**config.mk**
```make
export PLATFORM = sky130hd
export DESIGN_NAME = frac_mnd_divider
export DESIGN_NICKNAME = d
export VERILOG_FILES = /design/src/rtl/mnd_pkg.sv /design/src/rtl/mnd_cfg_decode.sv /design/src/rtl/mnd_phase_acc.sv /design/src/rtl/mnd_duty_shaper.sv /design/src/rtl/frac_mnd_divider.sv
export SDC_FILE = /design/constraint.sdc
export NUM_CORES = 1
export LEC_CHECK = 0
export ABC_CLOCK_PERIOD_IN_PS = 4900
export BUFFER_PORTS_ARGS = -buffer_cell sky130_fd_sc_hd__buf_2
export CORE_UTILIZATION = 62
export DETAILED_ROUTE_END_ITERATION = 12
export HOLD_SLACK_MARGIN = 0.05
export PLACE_DENSITY = 0.92
export SETUP_SLACK_MARGIN = 0.4
export SYNTH_ARGS = -nofsm -noshare
export SYNTH_HDL_FRONTEND = slang
export SYNTH_HIERARCHICAL = 1
export SYNTH_SLANG_ARGS = --single-unit
export TNS_END_PERCENT = 30
```
**constraint.sdc**
```tcl
create_clock -name clk -period 4.9 [get_ports clk]
set_input_delay 0.98 -clock clk [delete_from_list [all_inputs] [get_ports clk]]
set_output_delay 0.98 -clock clk [all_outputs]
set_load 0.005 [all_outputs]
```
**src/rtl/mnd_pkg.sv**
```systemverilog
package mnd_pkg;
  parameter int unsigned MODE_W = 2;
  localparam logic [MODE_W-1:0] MODE_PASS = '0;
endpackage

```
**src/rtl/mnd_cfg_decode.sv**
```systemverilog
module mnd_cfg_decode
  import mnd_pkg::*;
#(
  parameter int unsigned FIELD_W = 9,
  localparam int unsigned NW = FIELD_W + 1,
  localparam int unsigned TW = FIELD_W + 2
) (
  input  logic [MODE_W-1:0]  mode_i,
  input  logic [FIELD_W-1:0] mul_i,
  input  logic [FIELD_W-1:0] span_inv_i,
  input  logic [FIELD_W-1:0] duty_inv_i,
  output logic               run_o,
  output logic [FIELD_W-1:0] m_o,
  output logic [NW-1:0]      n_o,
  output logic [TW-1:0]      thr_o
);
  logic [NW-1:0] n_full;
  logic [NW-1:0] m_wide;
  logic [TW-1:0] floor_v, ceil_v, raw_v, capped, thr_c;
  logic          ok;

  assign m_wide  = {1'b0, mul_i};
  assign n_full  = {1'b0, ~span_inv_i} + m_wide;
  assign ok      = (mode_i != MODE_PASS) && (mul_i != '0) && (m_wide < n_full);

  // duty window: at least one high step, at least one low step
  assign floor_v = {1'b0, mul_i, 1'b0};
  assign ceil_v  = {n_full - m_wide, 1'b0};
  assign raw_v   = {2'b00, ~duty_inv_i};
  assign capped  = (raw_v > ceil_v) ? ceil_v : raw_v;
  assign thr_c   = (capped < floor_v) ? floor_v : capped;

  // non-running configurations collapse to one canonical value
  assign run_o = ok;
  assign m_o   = ok ? mul_i  : '0;
  assign n_o   = ok ? n_full : '0;
  assign thr_o = ok ? thr_c  : '0;
endmodule

```
**src/rtl/mnd_phase_acc.sv**
```systemverilog
module mnd_phase_acc #(
  parameter int unsigned FIELD_W = 9,
  localparam int unsigned NW = FIELD_W + 1,
  localparam int unsigned TW = FIELD_W + 2
) (
  input  logic               clk,
  input  logic               rst_n,
  input  logic               dec_run_i,
  input  logic [FIELD_W-1:0] dec_m_i,
  input  logic [NW-1:0]      dec_n_i,
  input  logic [TW-1:0]      dec_thr_i,
  output logic               act_run_o,
  output logic [FIELD_W-1:0] act_m_o,
  output logic [NW-1:0]      act_n_o,
  output logic [TW-1:0]      act_thr_o,
  output logic [NW-1:0]      phase_o,
  output logic               tick_o,
  output logic               wrap_o
);
  logic               run_q;
  logic [FIELD_W-1:0] m_q;
  logic [NW-1:0]      n_q;
  logic [TW-1:0]      thr_q;
  logic [NW-1:0]      phase_q;
  logic               tick_q;
  logic [TW-1:0]      sum, rem;
  logic               wrap, changed;
  logic [NW-1:0]      phase_d;

  assign sum     = {1'b0, phase_q} + {2'b00, m_q};
  assign wrap    = !run_q || (sum >= {1'b0, n_q});
  assign changed = (dec_run_i != run_q) || (dec_m_i != m_q) ||
                   (dec_n_i != n_q) || (dec_thr_i != thr_q);
  assign rem     = run_q ? (sum - {1'b0, n_q}) : '0;

  always_comb begin
    if (!wrap)        phase_d = sum[NW-1:0];
    else if (changed) phase_d = '0;
    else              phase_d = rem[NW-1:0];
  end

  always_ff @(posedge clk or negedge rst_n) begin
    if (!rst_n) begin
      run_q   <= 1'b0;
      m_q     <= '0;
      n_q     <= '0;
      thr_q   <= '0;
      phase_q <= '0;
      tick_q  <= 1'b0;
    end else begin
      phase_q <= phase_d;
      tick_q  <= wrap;
      if (wrap) begin
        run_q <= dec_run_i;
        m_q   <= dec_m_i;
        n_q   <= dec_n_i;
        thr_q <= dec_thr_i;
      end
    end
  end

  assign act_run_o = run_q;
  assign act_m_o   = m_q;
  assign act_n_o   = n_q;
  assign act_thr_o = thr_q;
  assign phase_o   = phase_q;
  assign tick_o    = tick_q;
  assign wrap_o    = wrap;
endmodule

```
**src/rtl/mnd_duty_shaper.sv**
```systemverilog
module mnd_duty_shaper #(
  parameter int unsigned FIELD_W = 9,
  localparam int unsigned NW = FIELD_W + 1,
  localparam int unsigned TW = FIELD_W + 2
) (
  input  logic          run_i,
  input  logic [NW-1:0] phase_i,
  input  logic [TW-1:0] thr_i,
  input  logic          tick_i,
  output logic          level_o
);
  logic [TW-1:0] phase2;
  assign phase2  = {phase_i, 1'b0};
  assign level_o = run_i ? (phase2 < thr_i) : tick_i;
endmodule

```
**src/rtl/frac_mnd_divider.sv**
```systemverilog
module frac_mnd_divider
  import mnd_pkg::*;
#(
  parameter int unsigned FIELD_W = 9,
  localparam int unsigned NW = FIELD_W + 1,
  localparam int unsigned TW = FIELD_W + 2
) (
  input  logic               clk,
  input  logic               rst_n,
  input  logic [MODE_W-1:0]  mode_i,
  input  logic [FIELD_W-1:0] mul_i,
  input  logic [FIELD_W-1:0] span_inv_i,
  input  logic [FIELD_W-1:0] duty_inv_i,
  output logic               tick_o,
  output logic               clk_o
);
  logic               dec_run;
  logic [FIELD_W-1:0] dec_m;
  logic [NW-1:0]      dec_n;
  logic [TW-1:0]      dec_thr;
  logic               act_run;
  logic [FIELD_W-1:0] act_m;
  logic [NW-1:0]      act_n;
  logic [TW-1:0]      act_thr;
  logic [NW-1:0]      phase;
  logic               tick;
  logic               wrap;

  mnd_cfg_decode #(.FIELD_W(FIELD_W)) dec_u (
    .mode_i(mode_i), .mul_i(mul_i), .span_inv_i(span_inv_i),
    .duty_inv_i(duty_inv_i), .run_o(dec_run), .m_o(dec_m),
    .n_o(dec_n), .thr_o(dec_thr)
  );

  mnd_phase_acc #(.FIELD_W(FIELD_W)) acc_u (
    .clk(clk), .rst_n(rst_n),
    .dec_run_i(dec_run), .dec_m_i(dec_m), .dec_n_i(dec_n), .dec_thr_i(dec_thr),
    .act_run_o(act_run), .act_m_o(act_m), .act_n_o(act_n), .act_thr_o(act_thr),
    .phase_o(phase), .tick_o(tick), .wrap_o(wrap)
  );

  mnd_duty_shaper #(.FIELD_W(FIELD_W)) shp_u (
    .run_i(act_run), .phase_i(phase), .thr_i(act_thr),
    .tick_i(tick), .level_o(clk_o)
  );

  assign tick_o = tick;
endmodule

```
==> results.yml, run 1 <==
global_route:
  overflow: 16
  grt_max_degree: 43
  grt_use_total: 0.7385
place:
  place.port_buffers: 32
  dp_slack_ns: -3.003
  place_hpwl_um: 11900
  gp_congestion: 1.004
synth:
  syn_area_mm2: 0.004736
  synth_top_area_share: 0.2219
  yosys_warnings: 6
  synth_ff_type: "dfrtp_1"
  synth_top_cell_by_area: "dfrtp_1"
  yosysSeqAreaShare: 0.2219
  synthCells: 526
  avgSynthCellArea_um2: 9.003
  yosys-top-cells-area: "dfrtp_1, ha_1, xnor2_1"
  synth.distinct_cells: 58
  synth_edf_count: 0
  ys_async_sr_fraction: 1.000
  ys_ff_latch: 42
outcome:
  failing_step: "5_1_grt"
  tool.error: "[ERROR GRT-0232] Routing congestion too high. Check the congestion heatmap in the GUI."
  outcome: "aborted with a tool error"
cts:
  clock-root-buffer: "clkbuf_8"
  cts_made_buffers: 5
  clockBufferDepth: 2
  htree_num_levels: 2
  cts.sinks: 42
die:
  io_pins: 33
  die_h_um: 89.40
  fp-row-count: 31
  initial_core_util: 0.6460
  die_x_um: 89.40
sta:
  endpoint_type: "sequential cell input"
  crit_endpoint: "acc_u/phase_o[6]$_DFF_PN0_/D"
[per-stage QoR]
step / hold slack, ns / area, um^2 / setup TNS [ns] / instances
4_1_cts: 0.5707 / 6140 / -36.00 / 767
3_5_place_dp: 0.5461 / 5757 / -47.09 / 743
3_3_place_gp: 0.5365 / 5757 / -37.30 / 743
2_1_floorplan: 0.5249 / 4832 / -29.97 / 527
[cell families after synthesis]
group | Yosys count | share of synthesized area
other cells | 1 | 0.0007918
simple gates | 115 | 0.1329
mux | 48 | 0.1199
compound gates | 121 | 0.1720
xor+xnor | 55 | 0.1017
fa+ha+maj | 66 | 0.1807
flops | 42 | 0.2219
buf+inv | 78 | 0.07001
[synth_stat cells, types with 2 or more instances]
master and count:
inv_1 69, ha_1 62, dfrtp_1 42, xnor2_1 42
a21oi_1 32, nand2_1 31, mux2_2 18, mux2i_1 17
o21ai_0 17, a21o_1 13, mux2_4 13, nand4_1 13
nor2_1 13, xor2_1 13, a211oi_1 8, and3_1 8
nor3_1 8, nand2b_1 7, nand3_1 7, nor2b_1 7
nor4_1 6, o21a_1 6, o21bai_1 5, o32ai_1 5
a211o_1 4, a31oi_1 4, and2_1 4, buf_6 4
fa_1 4, o22ai_1 4, a21oi_2 3, o211ai_1 3
o21ai_1 3, o2bb2ai_1 3, a21boi_0 2, buf_2 2
or2_2 2, or4_1 2
[per-layer routing]
metal	overflow	GRT usage
met5	1	0.3506
met4	3	0.7143
met3	0	0.6103
met2	11	0.8952
met1	1	0.7326
[what timing repair did]
action	4_1_cts
buffers inserted	15
pin swaps	20
resized for setup	28
hold buffers	0
endpoints found under the setup margin	32
cloned	1
==> run 2: changes to the inputs <==
Settings changed: CORE_UTILIZATION 62 to 40, HOLD_SLACK_MARGIN 0.05 to unset, PLACE_DENSITY 0.92 to unset, PLACE_DENSITY_LB_ADDON set to 0.15, SETUP_SLACK_MARGIN 0.4 to unset.
==> run 2 against run 1 <==
Effect of this change:
- the flow now finishes, with violations (negative setup slack)
- synthesized cell count stayed put
- area after synthesis stayed put
==> results.yml, run 2 <==
outcome:
  outcome: "finished, violations left"
  violations: "negative setup slack"
route:
  vias_per_cell: 5.247
  dr_total_vias: 4313
  routedWlPerCell_um: 16.87
  drc: 0
  drtIter0Drc: 234
  drt_pass1_iterations: 4
  ant_nets: 0
  wl_um: 13870
synth:
  synthCells: 526
  syn_area_mm2: 0.004736
  ys_ff_latch: 42
  synth_ff_type: "dfrtp_1"
  yosys-top-cells-area: "dfrtp_1, ha_1, xnor2_1"
  avgSynthCellArea_um2: 9.003
  synth.distinct_cells: 58
  yosysSeqAreaShare: 0.2219
  yosysMostFrequentCell: "inv_1"
  synth_top_area_share: 0.2219
  synth_top_cell_by_area: "dfrtp_1"
  yosys_warnings: 6
  synth_edf_count: 0
  ys_async_sr_fraction: 1.000
  synth.cells.most_frequent: "inv_1, ha_1, dfrtp_1, xnor2_1, a21oi_1"
setup_path:
  crit_required_ns: 5.09
  arrival_ns: 7.31
  slowest_stage: "fa_2"
  start_kind: "input pin"
  critical_path_class: "input pin to register"
  crit_top_cell: "ha_4"
  reg2reg_from: "acc_u/act_m_o[0]"
  crit_path_start: "span_inv_i[0]"
  max_stage_delay_ns: 0.37
  worstRegToRegCells: 14
  end_kind: "register"
  cp_max_fo: 10
die:
  coreArea_mm2: 0.01147
  die_x_um: 110.8
  io_pins: 33
  die_h_um: 110.8
  die-area_mm2: 0.01228
  fp-row-count: 39
  initial_core_util: 0.4130
place:
  place_hpwl_um: 11650
  dp_slack_ns: -2.817
  gp_congestion: 0.8589
  place.port_buffers: 32
sta:
  slew_violations: 0
  fin_skew_ns: 0.005559
  period_minus_slack_ns: 7.120
  setup_viol_count_final: 20
  fin_crit_sh: 1.453
  hold_viol: 0
  setup_ws_ns: -2.220
  worst_slew_pin_slew_ns: 0.9500
  fmax_mhz: 140.4
  max-slew-margin-rel: 0.3666
  grt_setup_unrepaired: "yes"
power:
  clkPwrFrac: 0.083
  netSwitchingPower_mw: 1.931
  p_leak_nw: 3.192
  ir_worst_vdd_mv: 0.3703
  finalPower_mw: 4.122
  power.internal_mw: 2.191
  p_per_area_mw_per_mm2: 645.3
  p_seq_frac: 0.154
  swShare: 0.4685
  p_comb_frac: 0.763
finish:
  final_cell_mix: "buf_4, inv_1, ha_1, xnor2_1, dfrtp_1"
  nNetsFinal: 775
  syn_to_final_growth_pct: 34.87
  final_common_cell: "buf_4"
  fillers: 1054
  diodes: 0
  largest_register_ffs: 11
  layout-drive-gt1-share: 0.3461
cts:
  cts.sinks: 42
  cts_tree: "done"
  ctsHoldBuffers: 0
  clock-root-buffer: "clkbuf_16"
  clkLatencyLatePin_ns: 0.29
  htree_num_levels: 2
  cts_made_buffers: 5
  clockBufferDepth: 2
  clk_pin_slew_worst_paths_ns: 0.06
global_route:
  grt_max_degree: 43
  overflow: 0
  grt_pass1_wl_um: 22450
  grt_pass1_vias: 4450
  grt_use_total: 0.2330
  antenna_found_initial: 0
worst_hold_path:
  worstHoldPathType: "register to register"
  min-delay-start: "acc_u/act_n_o[9]"
  hold_depth: 1
job:
  maxCapViolCount: 0
## run 2: cell counts after synthesis
Identical to the previous run, type by type.
## run 2: area by class of cell
cell class                      instances  area (um^2)  share of cell area
Timing Repair Buffer                  150         1080              0.1691
Multi-Input combinational cell        408         3642              0.5702
Tap cell                              143        178.9             0.02801
Clock buffer                            6        138.9             0.02174
Sequential cell                        42         1051              0.1645
Clock inverter                          2        12.51            0.001959
Inverter                               71        284.0             0.04447
## run 2: routing by layer
metal | up-vias | share of wire | wire [um] | track usage
met5 | - | 0 | 0 | 0
met4 | 0 | 0.0071 | 99 | 0.03911
met3 | 7 | 0.043 | 596 | 0.03171
met2 | 68 | 0.47 | 6536 | 0.3959
met1 | 2061 | 0.48 | 6636 | 0.3184
li1 | 2177 | - | - | -
## run 2: what timing repair did
action,in CTS,in global routing
resized for setup,19,19
pin swaps,22,14
setup buffers,10,3
cloned,1,0
setup endpoints to repair,20,31
## run 2: cells by family after synthesis
logic type | after synthesis | share of synthesized area
AOI/OAI and AO/OA | 121 | 0.1720
xor gates and xnor gates | 55 | 0.1017
adders and majority gates | 66 | 0.1807
buffers and inverters | 78 | 0.07001
DFF | 42 | 0.2219
muxes | 48 | 0.1199
other | 1 | 0.0007918
and+or+nand+nor | 115 | 0.1329
## run 2: critical path, delay by kind of cell
family / cells / cell delay, ns
AO/OA/AOI/OAI: 12 / 1.70
AND/OR/NAND/NOR: 11 / 1.69
adder cells (fa/ha/maj): 5 / 1.27
XOR/XNOR: 3 / 0.61
buffers and inverters: 6 / 0.55
multiplexers: 2 / 0.46
## run 2: per-stage QoR
stage / setup TNS [ns] / cell area, um^2 / std cells / hold WS (ns) / util
global placement: -39.97 / 5909 / 800 / 0.5423 / 0.5153
global route: -43.79 / 6387 / 822 / 0.5851 / 0.5570
CTS: -32.64 / 6245 / 819 / 0.5621 / 0.5446
floorplan: -29.97 / 4832 / 527 / 0.5249 / -
detailed placement: -44.34 / 5909 / 800 / 0.5494 / 0.5153
finish: -34.10 / 6387 / 822 / 0.5624 / 0.5570
## run 2: power groups by stage
stage | clock (mW) | combinational, mW | sequential, mW
after floorplan | 0 | 2.17 | 0.588
after global placement | 0 | 2.88 | 0.641
after detailed placement | 0 | 2.90 | 0.643
after CTS | 0.344 | 3.04 | 0.638
after global routing | 0.353 | 3.43 | 0.654
final | 0.341 | 3.15 | 0.634
## run 2: worst paths after layout
kind                       slack [ns]                 end
min in group asynchronous        0.84    acc_u/act_m_o[1]
max                             -2.22    acc_u/phase_o[5]
max in group asynchronous        3.47    acc_u/act_n_o[9]
max reg2reg                      0.45  acc_u/act_thr_o[4]
min reg2reg                      0.56    acc_u/act_n_o[9]
min                              0.56    acc_u/act_n_o[9]
(Power assumes the default switching activity.)
